[src/rtl/rz_rx_pkg.sv]
package rz_rx_pkg;
  typedef enum logic [1:0] {
    SYM_NULL = 2'd0,
    SYM_ONE  = 2'd1,
    SYM_ZERO = 2'd2,
    SYM_BAD  = 2'd3
  } sym_t;

  typedef enum logic [2:0] {
    ST_WAIT = 3'd0,  // need SPB nulls before a word may start
    ST_IDLE = 3'd1,
    ST_CONF = 3'd2,
    ST_HIGH = 3'd3,
    ST_GAP  = 3'd4
  } fr_st_t;
endpackage

[src/rtl/rz_rx_front.sv]
module rz_rx_front
  import rz_rx_pkg::*;
#(
  parameter int SLOW_DIV = 8,
  parameter bit LOOP_INV = 1'b0
) (
  input  logic clk_i,
  input  logic rst_ni,
  input  logic rate_slow_i,
  input  logic loop_en_i,
  input  logic line_a_i,
  input  logic line_b_i,
  input  logic loop_a_i,
  input  logic loop_b_i,
  output logic tick_o,
  output sym_t sym_o
);
  localparam int DIV_W = (SLOW_DIV > 1) ? $clog2(SLOW_DIV) : 1;

  logic lb_a, lb_b, raw_a, raw_b;
  logic [1:0] sync_a_q, sync_b_q;
  logic [DIV_W-1:0] div_q;

  generate
    if (LOOP_INV) begin : g_loop_inv
      assign lb_a = loop_b_i;
      assign lb_b = loop_a_i;
    end else begin : g_loop_dir
      assign lb_a = loop_a_i;
      assign lb_b = loop_b_i;
    end
  endgenerate

  assign raw_a = loop_en_i ? lb_a : line_a_i;
  assign raw_b = loop_en_i ? lb_b : line_b_i;

  always_ff @(posedge clk_i or negedge rst_ni) begin
    if (!rst_ni) begin
      sync_a_q <= '0;
      sync_b_q <= '0;
      div_q    <= '0;
    end else begin
      sync_a_q <= {sync_a_q[0], raw_a};
      sync_b_q <= {sync_b_q[0], raw_b};
      div_q    <= (div_q == DIV_W'(SLOW_DIV - 1)) ? '0 : div_q + 1'b1;
    end
  end

  assign tick_o = rate_slow_i ? (div_q == '0) : 1'b1;

  always_comb begin
    unique case ({sync_a_q[1], sync_b_q[1]})
      2'b10:   sym_o = SYM_ONE;
      2'b01:   sym_o = SYM_ZERO;
      2'b11:   sym_o = SYM_BAD;
      default: sym_o = SYM_NULL;
    endcase
  end


  slow_tick_spacing_chk: assert property (@(posedge clk_i) disable iff (!rst_ni)
    (rate_slow_i && tick_o) |=> (!rate_slow_i || !tick_o));
endmodule

[src/rtl/rz_rx_framer.sv]
module rz_rx_framer
  import rz_rx_pkg::*;
#(
  parameter int WMAX      = 32,
  parameter int SHORT_LEN = 25,
  parameter int SPB       = 10,
  parameter int CONF      = 2,
  parameter int SD_BIT    = 9
) (
  input  logic            clk_i,
  input  logic            rst_ni,
  input  logic            tick_i,
  input  sym_t            sym_i,
  input  logic            wlen25_i,
  input  logic            sd_en_i,
  input  logic            sd_x_i,
  input  logic            sd_y_i,
  output logic [WMAX-1:0] word_o,
  output logic            word_ok_o,
  output logic            start_o
);
  localparam int CNT_W = $clog2(SPB + 1);
  localparam int BC_W  = $clog2(WMAX + 1);
  localparam int IDX_W = $clog2(WMAX);
  localparam int SD_IX = SD_BIT - 1;

  fr_st_t          state_q, state_d;
  logic [CNT_W-1:0] cnt_q, cnt_d;
  logic [BC_W-1:0]  bcnt_q, bcnt_d, len_q, len_d;
  sym_t             bsym_q, bsym_d;
  logic [WMAX-1:0]  shift_q, shift_d;
  logic             done, sd_ok;

  always_comb begin
    state_d = state_q;
    cnt_d   = cnt_q;
    bcnt_d  = bcnt_q;
    len_d   = len_q;
    bsym_d  = bsym_q;
    shift_d = shift_q;
    done    = 1'b0;
    start_o = 1'b0;
    if (tick_i) begin
      unique case (state_q)
        ST_WAIT: begin
          if (sym_i != SYM_NULL) cnt_d = '0;
          else if (cnt_q == CNT_W'(SPB - 1)) begin
            state_d = ST_IDLE;
            cnt_d   = '0;
          end else cnt_d = cnt_q + 1'b1;
        end
        ST_IDLE: begin
          if (sym_i == SYM_BAD) begin
            state_d = ST_WAIT;
            cnt_d   = '0;
          end else if (sym_i != SYM_NULL) begin
            start_o = 1'b1;
            shift_d = '0;
            bcnt_d  = '0;
            len_d   = wlen25_i ? BC_W'(SHORT_LEN) : BC_W'(WMAX);
            bsym_d  = sym_i;
            cnt_d   = '0;
            state_d = ST_CONF;
          end
        end
        ST_CONF: begin
          if (sym_i != bsym_q) begin
            state_d = ST_WAIT;
            cnt_d   = '0;
          end else if (cnt_q == CNT_W'(CONF - 1)) begin
            shift_d[bcnt_q[IDX_W-1:0]] = (bsym_q == SYM_ONE);
            bcnt_d  = bcnt_q + 1'b1;
            state_d = ST_HIGH;
          end else cnt_d = cnt_q + 1'b1;
        end
        ST_HIGH: begin
          if (sym_i == SYM_NULL) begin
            state_d = ST_GAP;
            cnt_d   = CNT_W'(1);
          end else if (sym_i != bsym_q) begin
            state_d = ST_WAIT;
            cnt_d   = '0;
          end
        end
        ST_GAP: begin
          if (sym_i == SYM_NULL) begin
            if (cnt_q == CNT_W'(SPB - 1)) begin
              state_d = ST_IDLE;
              cnt_d   = '0;
              done    = (bcnt_q == len_q);  // short word: dropped
            end else cnt_d = cnt_q + 1'b1;
          end else if (sym_i == SYM_BAD || bcnt_q == len_q) begin
            state_d = ST_WAIT;
            cnt_d   = '0;
          end else begin
            bsym_d  = sym_i;
            cnt_d   = '0;
            state_d = ST_CONF;
          end
        end
        default: begin
          state_d = ST_WAIT;
          cnt_d   = '0;
        end
      endcase
    end
  end

  always_ff @(posedge clk_i or negedge rst_ni) begin
    if (!rst_ni) begin
      state_q <= ST_WAIT;
      cnt_q   <= '0;
      bcnt_q  <= '0;
      len_q   <= BC_W'(WMAX);
      bsym_q  <= SYM_NULL;
      shift_q <= '0;
    end else begin
      state_q <= state_d;
      cnt_q   <= cnt_d;
      bcnt_q  <= bcnt_d;
      len_q   <= len_d;
      bsym_q  <= bsym_d;
      shift_q <= shift_d;
    end
  end

  assign sd_ok     = !sd_en_i || (shift_q[SD_IX] == sd_x_i && shift_q[SD_IX+1] == sd_y_i);
  assign word_ok_o = done && sd_ok;
  assign word_o    = shift_q;


  bad_sym_drop_chk: assert property (@(posedge clk_i) disable iff (!rst_ni)
    (tick_i && sym_i == SYM_BAD) |=> (state_q == ST_WAIT));

  word_len_chk: assert property (@(posedge clk_i) disable iff (!rst_ni)
    word_ok_o |-> ((len_q == BC_W'(SHORT_LEN) || len_q == BC_W'(WMAX)) && bcnt_q == len_q));

  conf_gate_chk: assert property (@(posedge clk_i) disable iff (!rst_ni)
    (bcnt_q != $past(bcnt_q) && bcnt_q != '0) |-> ($past(state_q) == ST_CONF));
endmodule

[src/rtl/rz_rx_holdbuf.sv]
module rz_rx_holdbuf #(
  parameter int WMAX = 32
) (
  input  logic              clk_i,
  input  logic              rst_ni,
  input  logic [WMAX-1:0]   word_i,
  input  logic              word_ok_i,
  input  logic              start_i,
  input  logic              oe_ni,
  input  logic              sel_i,
  output logic [WMAX/2-1:0] data_o,
  output logic              drdy_no,
  output logic              par_even_o
);
  localparam int HALF = WMAX / 2;

  logic [WMAX-1:0] buf_q;
  logic full_q, pend_q, rd0_q, rd1_q, oe_q;
  logic rd_edge, rd_done, load;

  assign rd_edge = oe_q && !oe_ni;
  assign rd_done = full_q && rd_edge && (sel_i ? rd0_q : rd1_q);
  // pending word still sits in the framer shift register
  assign load    = !full_q && (word_ok_i || pend_q);

  always_ff @(posedge clk_i or negedge rst_ni) begin
    if (!rst_ni) begin
      buf_q  <= '0;
      full_q <= 1'b0;
      pend_q <= 1'b0;
      rd0_q  <= 1'b0;
      rd1_q  <= 1'b0;
      oe_q   <= 1'b1;
    end else begin
      oe_q <= oe_ni;
      if (rd_done) begin
        full_q <= 1'b0;
        rd0_q  <= 1'b0;
        rd1_q  <= 1'b0;
      end else if (load) begin
        full_q <= 1'b1;
        buf_q  <= word_i;
        rd0_q  <= 1'b0;
        rd1_q  <= 1'b0;
      end else if (rd_edge && full_q) begin
        if (sel_i) rd1_q <= 1'b1;
        else       rd0_q <= 1'b1;
      end
      if (word_ok_i && full_q)  pend_q <= 1'b1;
      else if (start_i || load) pend_q <= 1'b0;
    end
  end

  assign data_o     = sel_i ? buf_q[WMAX-1:HALF] : buf_q[HALF-1:0];
  assign drdy_no    = !full_q;
  assign par_even_o = ~^buf_q;


  hold_stable_chk: assert property (@(posedge clk_i) disable iff (!rst_ni)
    (full_q && !rd_done) |=> $stable(buf_q));

  drdy_release_chk: assert property (@(posedge clk_i) disable iff (!rst_ni)
    $rose(drdy_no) |-> $past(rd_edge));
endmodule

[src/rtl/rz_rx_channel.sv]
module rz_rx_channel
  import rz_rx_pkg::*;
#(
  parameter int WMAX      = 32,
  parameter int SHORT_LEN = 25,
  parameter int SPB       = 10,
  parameter int SLOW_DIV  = 8,
  parameter bit LOOP_INV  = 1'b0
) (
  input  logic        clk_i,
  input  logic        rst_ni,
  input  logic        rate_slow_i,
  input  logic        wlen25_i,
  input  logic        loop_en_i,
  input  logic        line_a_i,
  input  logic        line_b_i,
  input  logic        loop_a_i,
  input  logic        loop_b_i,
  input  logic        sd_en_i,
  input  logic        sd_x_i,
  input  logic        sd_y_i,
  input  logic        oe_ni,
  input  logic        sel_i,
  output logic [15:0] data_o,
  output logic        drdy_no,
  output logic        par_even_o
);
  logic            tick;
  sym_t            sym;
  logic [WMAX-1:0] word;
  logic            word_ok, start;

  rz_rx_front #(.SLOW_DIV(SLOW_DIV), .LOOP_INV(LOOP_INV)) u_front (
    .clk_i, .rst_ni, .rate_slow_i, .loop_en_i,
    .line_a_i, .line_b_i, .loop_a_i, .loop_b_i,
    .tick_o(tick), .sym_o(sym)
  );

  rz_rx_framer #(.WMAX(WMAX), .SHORT_LEN(SHORT_LEN), .SPB(SPB)) u_framer (
    .clk_i, .rst_ni, .tick_i(tick), .sym_i(sym), .wlen25_i,
    .sd_en_i, .sd_x_i, .sd_y_i,
    .word_o(word), .word_ok_o(word_ok), .start_o(start)
  );

  rz_rx_holdbuf #(.WMAX(WMAX)) u_hold (
    .clk_i, .rst_ni, .word_i(word), .word_ok_i(word_ok), .start_i(start),
    .oe_ni, .sel_i, .data_o, .drdy_no, .par_even_o
  );
endmodule

[config.mk]
export PLATFORM = sky130hd
export DESIGN_NAME = rz_rx_channel
export DESIGN_NICKNAME = d
export VERILOG_FILES = /design/src/rtl/rz_rx_pkg.sv /design/src/rtl/rz_rx_front.sv /design/src/rtl/rz_rx_framer.sv /design/src/rtl/rz_rx_holdbuf.sv /design/src/rtl/rz_rx_channel.sv
export SDC_FILE = /design/constraint.sdc
export NUM_CORES = 1
export LEC_CHECK = 0
export BUFFER_PORTS_ARGS = -buffer_cell sky130_fd_sc_hd__buf_4
export CORE_MARGIN = 2
export CORE_UTILIZATION = 38
export DETAILED_ROUTE_END_ITERATION = 8
export MAX_ROUTING_LAYER = met4
export PLACE_DENSITY = 0.57
export SYNTH_ARGS = -nofsm -noshare
export SYNTH_HDL_FRONTEND = slang
export SYNTH_SLANG_ARGS = --single-unit
export TNS_END_PERCENT = 100
[constraint.sdc]
create_clock -name clk_i -period 2.1 [get_ports clk_i]
set_input_delay 0.315 -clock clk_i [delete_from_list [all_inputs] [get_ports clk_i]]
set_output_delay 0.315 -clock clk_i [all_outputs]
set_load 0.05 [all_outputs]
## After elaboration in Yosys (flattened, before gate mapping)

Index checks and enable logic that the tools add are counted.

- $add $sub $neg: 3
- Order comparisons: 2
- Eq/ne operators: 28
- Muxes and demuxes: 67
- Bitwise logic cells: 2
- Reductions and logical operators: 34

Operators with widths:

| kind | number |
|---|---|
| 32-bit two-way mux | 4 |
| 32-bit one-hot mux with 2 select lines | 1 |
| 4-bit two-way mux | 9 |
| 32-bit bitwise mux | 1 |
| 32-bit XNOR reduction | 1 |
| 3-bit two-way mux | 10 |
| 6-bit two-way mux | 5 |
| 1-bit two-way mux | 25 |
| 4-bit one-hot mux with 5 select lines | 1 |
| 16-bit two-way mux | 1 |
| 3-bit one-hot mux with 5 select lines | 1 |
| 3-bit by 1-bit inequality test with 1-bit output (second input constant) | 4 |
| 6-bit one-hot mux with 2 select lines | 1 |
| 6-bit AND reduction | 2 |
| 2-bit two-way mux | 5 |
| 2-bit inequality test (second input constant) | 5 |
| 2-bit nonzero test | 5 |
| 1-bit logical AND | 8 |
| 4-bit AND reduction | 2 |
| 6-bit by 1-bit adder with 6-bit output (second input constant) | 1 |
| 2-bit == test (second input constant) | 3 |
| 3-bit by 2-bit == test with 1-bit output (second input constant) | 2 |
| 3-bit == test (second input constant) | 2 |
| 6-bit == test | 1 |
| 23 further kinds | 36 |

- Bits in registers: 97
- Input bits: 14
- Word-level logic and storage cells: 151

## Longest topological paths before layout

Gate-level depths: netlist of the first run.

- Depth in word-level cells: 12
- Gate-level depth with buffers: 10
- Depth with buffers taken out: 8

## Cells and area by module

Synthesis of the first run repeated with hierarchy kept, for this count alone.

- Cell total of the unflattened synthesis: 516
- Area total of the unflattened synthesis: 4961.0 um^2

Modules (own cells, without submodules):

| module | instances | cells an instance | area each (um^2) | seq. area each (um^2) |
|---|---|---|---|---|
| rz_rx_framer | 1 | 291 | 2835.2 | 1227.4 |
| rz_rx_holdbuf | 1 | 205 | 1856.8 | 927.1 |
| rz_rx_front | 1 | 20 | 269.0 | 175.2 |

## Worst setup path before layout of the first run

Ideal clock, no wire load.

- Path type: reg2reg
- From: reg u_framer.bcnt_q[4]
- To: reg u_hold.buf_q[24]
- Arrival: 2.201 ns
- Required time: 1.973 ns
- Slack: -0.228 ns
- Cell stages (with the launch flop): 8
- Period minus slack after synthesis: 2.328 ns
- Cell sequence: dfrtp_1 or4_4 a2111oi_4 and4_1 nor2_2 nor2_8 buf_6 mux2_1

- Word-level cells in the longest chain between the ends: 9

RTL lines:

| item | RTL line | text |
|---|---|---|
| start, declared | rz_rx_framer.sv:29 | `logic [BC_W-1:0] bcnt_q, bcnt_d, len_q, len_d;` |
| start signal, assigned | rz_rx_framer.sv:120 | `bcnt_q <= bcnt_d;` |
| 6-bit == test | rz_rx_framer.sv:90 | `done = (bcnt_q == len_q);` |
| 1-bit two-way mux | rz_rx_framer.sv:87 | `if (cnt_q == CNT_W'(SPB - 1)) begin` |
| 1-bit two-way mux | rz_rx_framer.sv:86 | `if (sym_i == SYM_NULL) begin` |
| 1-bit two-way mux | rz_rx_framer.sv:44 | `unique case (state_q)` |
| 1-bit two-way mux | rz_rx_framer.sv:43 | `if (tick_i) begin` |
| 1-bit logical AND | rz_rx_framer.sv:128 | `assign word_ok_o = done && sd_ok;` |
| 1-bit logical OR | rz_rx_holdbuf.sv:24 | `assign load = !full_q && (word_ok_i \|\| pend_q);` |
| 1-bit logical AND | rz_rx_holdbuf.sv:24 |  |
| 2-bit AND reduction (no line) | n/a |  |
| end signal, assigned | rz_rx_holdbuf.sv:42 | `buf_q <= word_i;` |
| end, declared | rz_rx_holdbuf.sv:17 | `logic [WMAX-1:0] buf_q;` |

Every way passes these cells.
A chain may end at the register's enable or synchronous reset.

## Final worst setup path of the first run

- From: reg u_framer.bcnt_q[4]
- To: reg u_hold.buf_q[22]

The elaborated chain is that of the path after synthesis.

==> metrics.md, run 1 <==
| Metric | Value |
|---|---|
| Largest cells by area after synthesis | dfrtp_1 (48%), mux2_1 (6.6%), mux2_2 (5.9%) |
| Share of synthesized registers carrying an async set or reset | 100% |
| Cell count after synthesis | 417 |
| GR Util met1 | 21.3% |
| Total DRC errors in the routed layout | 0 |
| Slew at the pin closest to its max-slew limit | 0.801 ns |
| Number of flip-flops and latches in the synthesized netlist | 93 |
| Result of the run | complete, but fails checks |
| Number of gates on the worst path with buffers counted | 7 |
| Worst setup slack before clock tree synthesis | -0.329 ns |
| Hold depth | 1 |
| Met3 usage in global routing | 3.97% |
| Final hold slack | 0.0941 ns |
| Synth-to-Final Area Change | 36.0% |
| Core Rows | 40 |
| Pin count of the biggest net entering global routing | 41 |
| Worst Path Buf+Inv | 1 |
| Post-route worst setup slack | -0.329 ns |
| Synthesized cell area | 4740 um^2 |
| XOR/XNOR Fraction of Synth Area | 6.28% |
| Routed vias/inst | 5.33 |
| Reported max-cap violation count | 0 |
| Antenna violations before repair | 0 |
| Net switching power | 1.30 mW |
| Number of clock buffers inserted by TritonCTS | 9 |
| Met2 global-route usage | 30.3% |
| Final Hold Viols | 0 |
| Number of nets at the end of the flow | 536 |
| Total global routing overflow | 0 |
| Horizontal die dimension | 116 um |
| Part of the power in combinational logic | 21.0% |
| First-pass GRT wire length | 18200 um |
| Post-route clock skew | 0.00938 ns |
| I/O Pins | 32 |
| Sw frac | 28.7% |
| Arrival time of the worst setup path | 2.65 ns |
| Grt peak-use layer | met2 |
| Syn avg cell area | 11.4 um^2 |
| Violation count after the first detailed-routing iteration | 143 |
| Critical path cell sequence | or4_4 > a2111oi_4 > and4_1 > nor2_2 > nor2_8 > buf_12 > mux2_1 |
| Routability congestion estimate from global placement | 0.852 |
| WL/cell | 16.0 um |
| Total number of vias | 3631 |
| Maximum VDD drop | 379 uV |
| Post-synthesis compound-gate area fraction | 15.8% |
| Leakage Power | 2.90 nW |
| Top-area cell type share of the netlist area | 48.0% |
| Router iterations before antenna repair | 4 |
| Class of the most critical hold timing path | input pin to register |
| Total length of routed wires | 10900 um |
| Gr usage total | 17.9% |
| Category of the critical setup timing path | register to register |
| Distinct cell type count after synthesis | 48 |
| Initial cell density of the core | 39.2% |
| Critical Path Max Stage Delay | 0.55 ns |
| CTS tree | done |
| Longest Clk Path Bufs | 2 |
| Net Count, Synth | 445 |
| Buffers on Ports | 31 |
| Part of the Yosys area used for sequential elements | 49.1% |
| Power share of the clock group | 35.0% |
| Highest Clock Rate | 0.412 GHz |
| Capturing element type of the critical path | register |
| Setup total negative slack | -11.79 ns |
| Largest fanout on the critical path | 24 |
| Synth Area in Simple Gates | 9.47% |
| Post-route ant nets | 0 |
| Required time worst endpoint | 2.32 ns |
| Final setup violation count | 75 |
| Most instantiated flip-flop cell in the synthesis netlist | dfrtp_1 |
| Pwr/cell area | 704 nW/um^2 |
| Max transition margin | 46.4% |
| Clock sink count | 93 |
| Number of warnings issued by yosys | 0 |
| Max-slew violation count | 0 |
| RSZ-0062 raised after global routing | true |
| Cells on worst reg2reg path | 7 |
| # diodes | 0 |
| Total design power | 4.54 mW |
| Cell type of the slowest stage on the worst timing path | or4_4 |
| Share of synthesized cell area in full adder, half adder and majority cells | 3.69% |
| Number of enable flip-flop cells after synthesis | 0 |
| Total Die Area | 13400 um^2 |
| Half-perimeter wire length after placement | 7620 um |
| Internal cell power | 3.24 mW |
| Ratio of cells with drive above 1 in the final layout | 39.4% |
| CP startpoint kind | register |
| Clock root cell | clkbuf_16 |
| Fin crit share | 116% |
| Die Span Y | 116 um |
| Clock insertion delay at the later pin of the skew report | 0.34 ns |
| Clk pin slew, worst setup/hold paths | 0.06 ns |
| Library cell occupying the most area in the post-synthesis netlist | dfrtp_1 |
| Final critical path time including I/O delays and setup | 2.43 ns |
| Violations in the final reports | negative setup slack |
| Share of cell area taken by muxes after synthesis | 12.8% |
| Cell class contributing the biggest share of worst-path delay | simple AND/OR/NAND/NOR gates |
| Combinational family with the most area after synthesis | compound AO/OA/AOI/OAI gates |
| Via count of the first global-routing pass | 3695 |
| Area inside the core boundary | 12100 um^2 |
| Sequential group share of total power | 44.0% |
| Maximum level of the CTS H-tree | 3 |
[sequential cells by signal, summed over array words and instances (netlist names), 2 cells and up]
signal	cells
u_front.sync_b_q	2
u_framer.state_q	3
u_front.div_q	3
u_framer.len_q	2
u_hold.buf_q	32
u_framer.word_o	32
u_front.sync_a_q	2
u_framer.bsym_q	2
u_framer.cnt_q	4
u_framer.bcnt_q	6
[path summary, 6_finish.rpt]
path | startpoint | endpoint | slack [ns]
max | u_framer.bcnt_q[4] | u_hold.buf_q[22] | -0.33
min | oe_ni | u_hold.oe_q | 0.09
max reg2reg | u_framer.bcnt_q[4] | u_hold.buf_q[22] | -0.33
min reg2reg | u_front.sync_a_q[0] | u_front.sync_a_q[1] | 0.35
max in group asynchronous | rst_ni | u_hold.oe_q | 1.06
min in group asynchronous | rst_ni | u_framer.word_o[31] | 0.41
[per-stage QoR]
| stage | instance area, um^2 | util [%] | cells |
|---|---|---|---|
| floorplan | 4760 | - | 417 |
| global placement | 5530 | 45.7 | 650 |
| detailed placement | 5530 | 45.7 | 650 |
| CTS | 6230 | 51.4 | 678 |
| global route | 6450 | 53.3 | 681 |
| finish | 6450 | 53.3 | 681 |
[metal layers]
metal  routed length, um  up-vias  share of wire (%)
met2                5800       54                 53
met4                 163        0                1.5
li1                    -     1727                  -
met5                   0        -                  0
met1                4660     1832                 43
met3                 291       18                2.7
[placed cells by master (no fill, tap or decap), types with 4 or more instances in the layout]
cell / synthesis / layout
dfrtp_1: 91 / 90
buf_4: 0 / 70
o211ai_1: 31 / 31
mux2_1: 28 / 26
xnor2_1: 27 / 25
mux2_2: 25 / 23
buf_6: 1 / 21
o21ai_1: 0 / 20
nor2_1: 15 / 15
nand2_1: 16 / 14
o21ai_2: 0 / 14
ha_1: 14 / 11
nand3_1: 19 / 10
clkbuf_16: 0 / 9
inv_1: 10 / 8
xor2_1: 7 / 7
nand3_4: 0 / 7
a21oi_1: 9 / 6
o21ai_0: 40 / 5
nand3b_1: 4 / 4
o31ai_4: 0 / 4
mux2_4: 0 / 4
buf_12: 0 / 4
[layout make-up]
type / count / area, um^2
inverter: 10 / 40.0
clock inverter: 3 / 26.3
clock buffer: 13 / 270
sequential: 93 / 2330
multi-input combinational: 297 / 2710
timing repair buffer: 97 / 867
tap: 168 / 210
fill: 1085 / 5660
[synth_stat cells (2+ instances only)]
cell and number:
and2_1 4, a221o_1 2, a31oi_1 3, nand3b_1 4
buf_8 2, ha_1 14, o21bai_1 2, clkbuf_1 12
nor2b_1 3, o21ai_0 40, buf_2 2, a21o_1 2
o211ai_1 31, a2bb2oi_1 2, a21oi_1 9, nand3_1 19
xor2_1 7, nor3_1 5, nand2_1 16, nor2_1 15
o41ai_1 3, dfrtp_1 91, inv_1 10, nand4_1 2
dfstp_2 2, o31ai_1 9, mux2_2 25, nor3b_1 5
nand2b_1 4, mux2_1 28, xnor2_1 27
[cells by family after synthesis]
logic type / count (synthesis)
xor+xnor: 34
fa+ha+maj: 14
compound gates: 112
buf+inv: 27
simple gates: 83
flops: 93
mux: 54
[power groups by stage]
stage / clock, mW / combinational [mW] / sequential [mW]
after global routing: 1.71 / 1.04 / 2.01
final: 1.59 / 0.954 / 2.00
after CTS: 1.64 / 0.869 / 1.99
after detailed placement: 0 / 0.676 / 2.02
after global placement: 0 / 0.659 / 2.02
after floorplan: 0 / 0.378 / 2.01
[repair_timing]
item                                    CTS  global route
hold buffers                              1             0
gates resized for setup                  99            43
pin swaps                                42            21
endpoints found under the setup margin   80            83
buffers inserted                         11             4
gates cloned                              0             0
endpoints found under the hold margin    15             0
No activity file was read; power rests on OpenSTA's default activity.
==> run 2, diff against run 1 <==
CTS_BUF_LIST = sky130_fd_sc_hd__clkbuf_16   (was not set)
PLACE_DENSITY = 0.55   (was 0.57)
clock period = 2.95 ns   (was 2.1 ns; I/O delays follow)
==> run 2 against run 1 <==
Compared with the run above:
- the run now ends clean
- flip-flop and latch count is the same
- critical path depth is the same
- first-iteration DRC count shrank 7.7%
- clock skew shrank 0.0034 ns
==> metrics.md, run 2 (synthesis gave the netlist of run 1 again) <==
| Metric | Value |
|---|---|
| Number of clock buffers inserted by TritonCTS | 9 (unchanged) |
| Total length of routed wires | 10200 um (-6.9%) |
| PostCTS Resize Cnt | 0 (-100%) |
| Slew at the pin closest to its max-slew limit | 0.609 ns (-0.192 ns) |
| Leakage Power | 2.47 nW (-15%) |
| Met2 global-route usage | 25.7% (-4.5 points) |
| Arrival time of the worst setup path | 2.93 ns (+0.28 ns) |
| Category of the critical setup timing path | register to register |
| Pwr/cell area | 538 nW/um^2 (-23%) |
| First-pass GRT wire length | 16800 um (-7.8%) |
| Area inside the core boundary | 12100 um^2 (unchanged) |
| Violation count after the first detailed-routing iteration | 132 (-7.7%) |
| Class of the most critical hold timing path | input pin to async pin |
| Final critical path time including I/O delays and setup | 2.71 ns (+0.280 ns) |
| Post-CTS Setup Inserts | 0 (-11) |
| Router iterations before antenna repair | 4 (unchanged) |
| Initial cell density of the core | 39.2% (unchanged) |
| Capturing element type of the critical path | register |
| Horizontal die dimension | 116 um (unchanged) |
| Fin crit share | 91.8% (-24 points) |
| Pin count of the biggest net entering global routing | 94 (+130%) |
| Gr usage total | 16.8% (-1.0 points) |
| Clock insertion delay at the later pin of the skew report | 0.34 ns (about the same) |
| Die Span Y | 116 um (unchanged) |
| Maximum VDD drop | 236 uV (-38%) |
| Routability congestion estimate from global placement | 0.840 (-1.4%) |
| I/O Pins | 32 (unchanged) |
| Count of hold-fix buffers inserted at cts | 0 (-1) |
| Post-route worst setup slack | 0.241 ns (+0.570 ns) |
| Post-route clock skew | 0.00598 ns (-0.00340 ns) |
| R2R Setup Slk | 0.24 ns (+0.57 ns) |
| Routed vias/inst | 5.38 (+0.84%) |
| # diodes | 0 (unchanged) |
| Clock sink count | 93 (unchanged) |
| Critical path startpoint | u_framer.bcnt_q[4] |
| Grt peak-use layer | met2 |
| Buffers on Ports | 31 (unchanged) |
| Reg2reg start | u_framer.bcnt_q[4] |
| Antenna violations before repair | 0 (unchanged) |
| GR Util met1 | 22.4% (+1.1 points) |
| CTS tree | done |
| Clock root cell | clkbuf_16 |
| Final Hold Viols | 0 (unchanged) |
| Post-route ant nets | 0 (unchanged) |
| Core Rows | 40 (unchanged) |
| Worst setup slack before clock tree synthesis | 0.239 ns (+0.568 ns) |
| WL/cell | 16.4 um (+2.1%) |
| Reported max-cap violation count | 0 (unchanged) |
| Maximum level of the CTS H-tree | 3 (unchanged) |
| Met3 usage in global routing | 2.67% (-1.3 points) |
| Required time worst endpoint | 3.17 ns (+0.85 ns) |
| Cell count after placement | 605 (-6.9%) |
| Setup total negative slack | 0 ns (+11.79 ns) |
| Non-filler cells, final | 621 (-8.8%) |
| Synth-to-Final Area Change | 14.8% |
| Total design power | 2.93 mW (-35%) |
| Ratio of cells with drive above 1 in the final layout | 17.7% (-22 points) |
| Max transition margin | 59.0% (+13 points) |
| Total number of vias | 3339 (-8.0%) |
| Total DRC errors in the routed layout | 0 (unchanged) |
| Via count of the first global-routing pass | 3199 (-13%) |
| Largest fanout on the critical path | 29 (+21%) |
| Most frequent standard cell in the layout excluding fill and tap cells | dfrtp_1 |
| CP startpoint kind | register |
| Longest Clk Path Bufs | 2 (unchanged) |
| Highest Clock Rate | 0.369 GHz (-10%) |
| Total global routing overflow | 0 (unchanged) |
| Final setup violation count | 0 (-100%) |
| Result of the run | completed |
| Fill cells | 1160 (+6.9%) |
| Most used cells in the layout excluding fill and tap cells | dfrtp_1 (91), o21ai_0 (40), buf_4 (35), o211ai_1 (31), mux2_1 (28) |
| Total Die Area | 13400 um^2 (unchanged) |
| Max-slew violation count | 0 (unchanged) |
| Number of nets at the end of the flow | 476 (-11%) |
| RSZ-0062 raised after global routing | false |
| Clk pin slew, worst setup/hold paths | 0.06 ns (about the same) |
| Half-perimeter wire length after placement | 7060 um (-7.4%) |
[run 2: changes by cell type in the layout (fill, tap and decap cells not counted), sizes merged]
cell and change:
clkbuf -4, bufinv +1, clkinv -1, buf -59, dlygate4sd3 -1, inv +2, clkinvlp +2
[run 2: report_power, final]
group          internal (mW)  leakage, nW  switching (mW)
Sequential              1.35         1.27          0.0988
Combinational          0.137         1.06           0.228
Clock                  0.645        0.143           0.476
Total                   2.13         2.47           0.802
[run 2: stage by stage]
stage	hold slack, ns	utilization (%)	area [um^2]
2_1_floorplan	0.147	-	4740
3_3_place_gp	0.334	42.6	5160
3_5_place_dp	0.335	42.6	5160
4_1_cts	0.176	45.0	5450
5_1_grt	0.199	45.0	5450
6_report	0.118	45.0	5450
[run 2: worst paths after layout]
path | end | cells past startpoint
max | u_hold.buf_q[21] | 7
min | u_hold.buf_q[27] | 2
max reg2reg | u_hold.buf_q[21] | 7
min reg2reg | u_front.sync_a_q[1] | 0
max in group asynchronous | u_framer.len_q[5] | 2
min in group clk_i | u_hold.oe_q | 1
[run 2: per-layer routing]
metal  wire length (um)  vias up
met5                  0        -
met4                201        0
met3                296       15
met2               4840       62
met1               4830     1653
li1                   -     1609
[run 2: cell type report]
cell class,count,area (um^2),share of cell area [%]
clock buffers,9,225,4.14
clock inverters,7,60.1,1.10
inverters,10,37.5,0.689
multi-input cells,297,2280,41.9
flip-flops and latches,93,2330,42.8
well taps,168,210,3.86
repair buffers,37,303,5.56
[run 2: worst max-delay path, stage by stage, from the launching register on]
cell,delay [ns]
dfrtp_1,0.50
or4_4,0.59
a2111oi_4,0.40
and4_1,0.28
nor2_2,0.08
nor2_8,0.15
buf_12,0.21
mux2_1,0.35
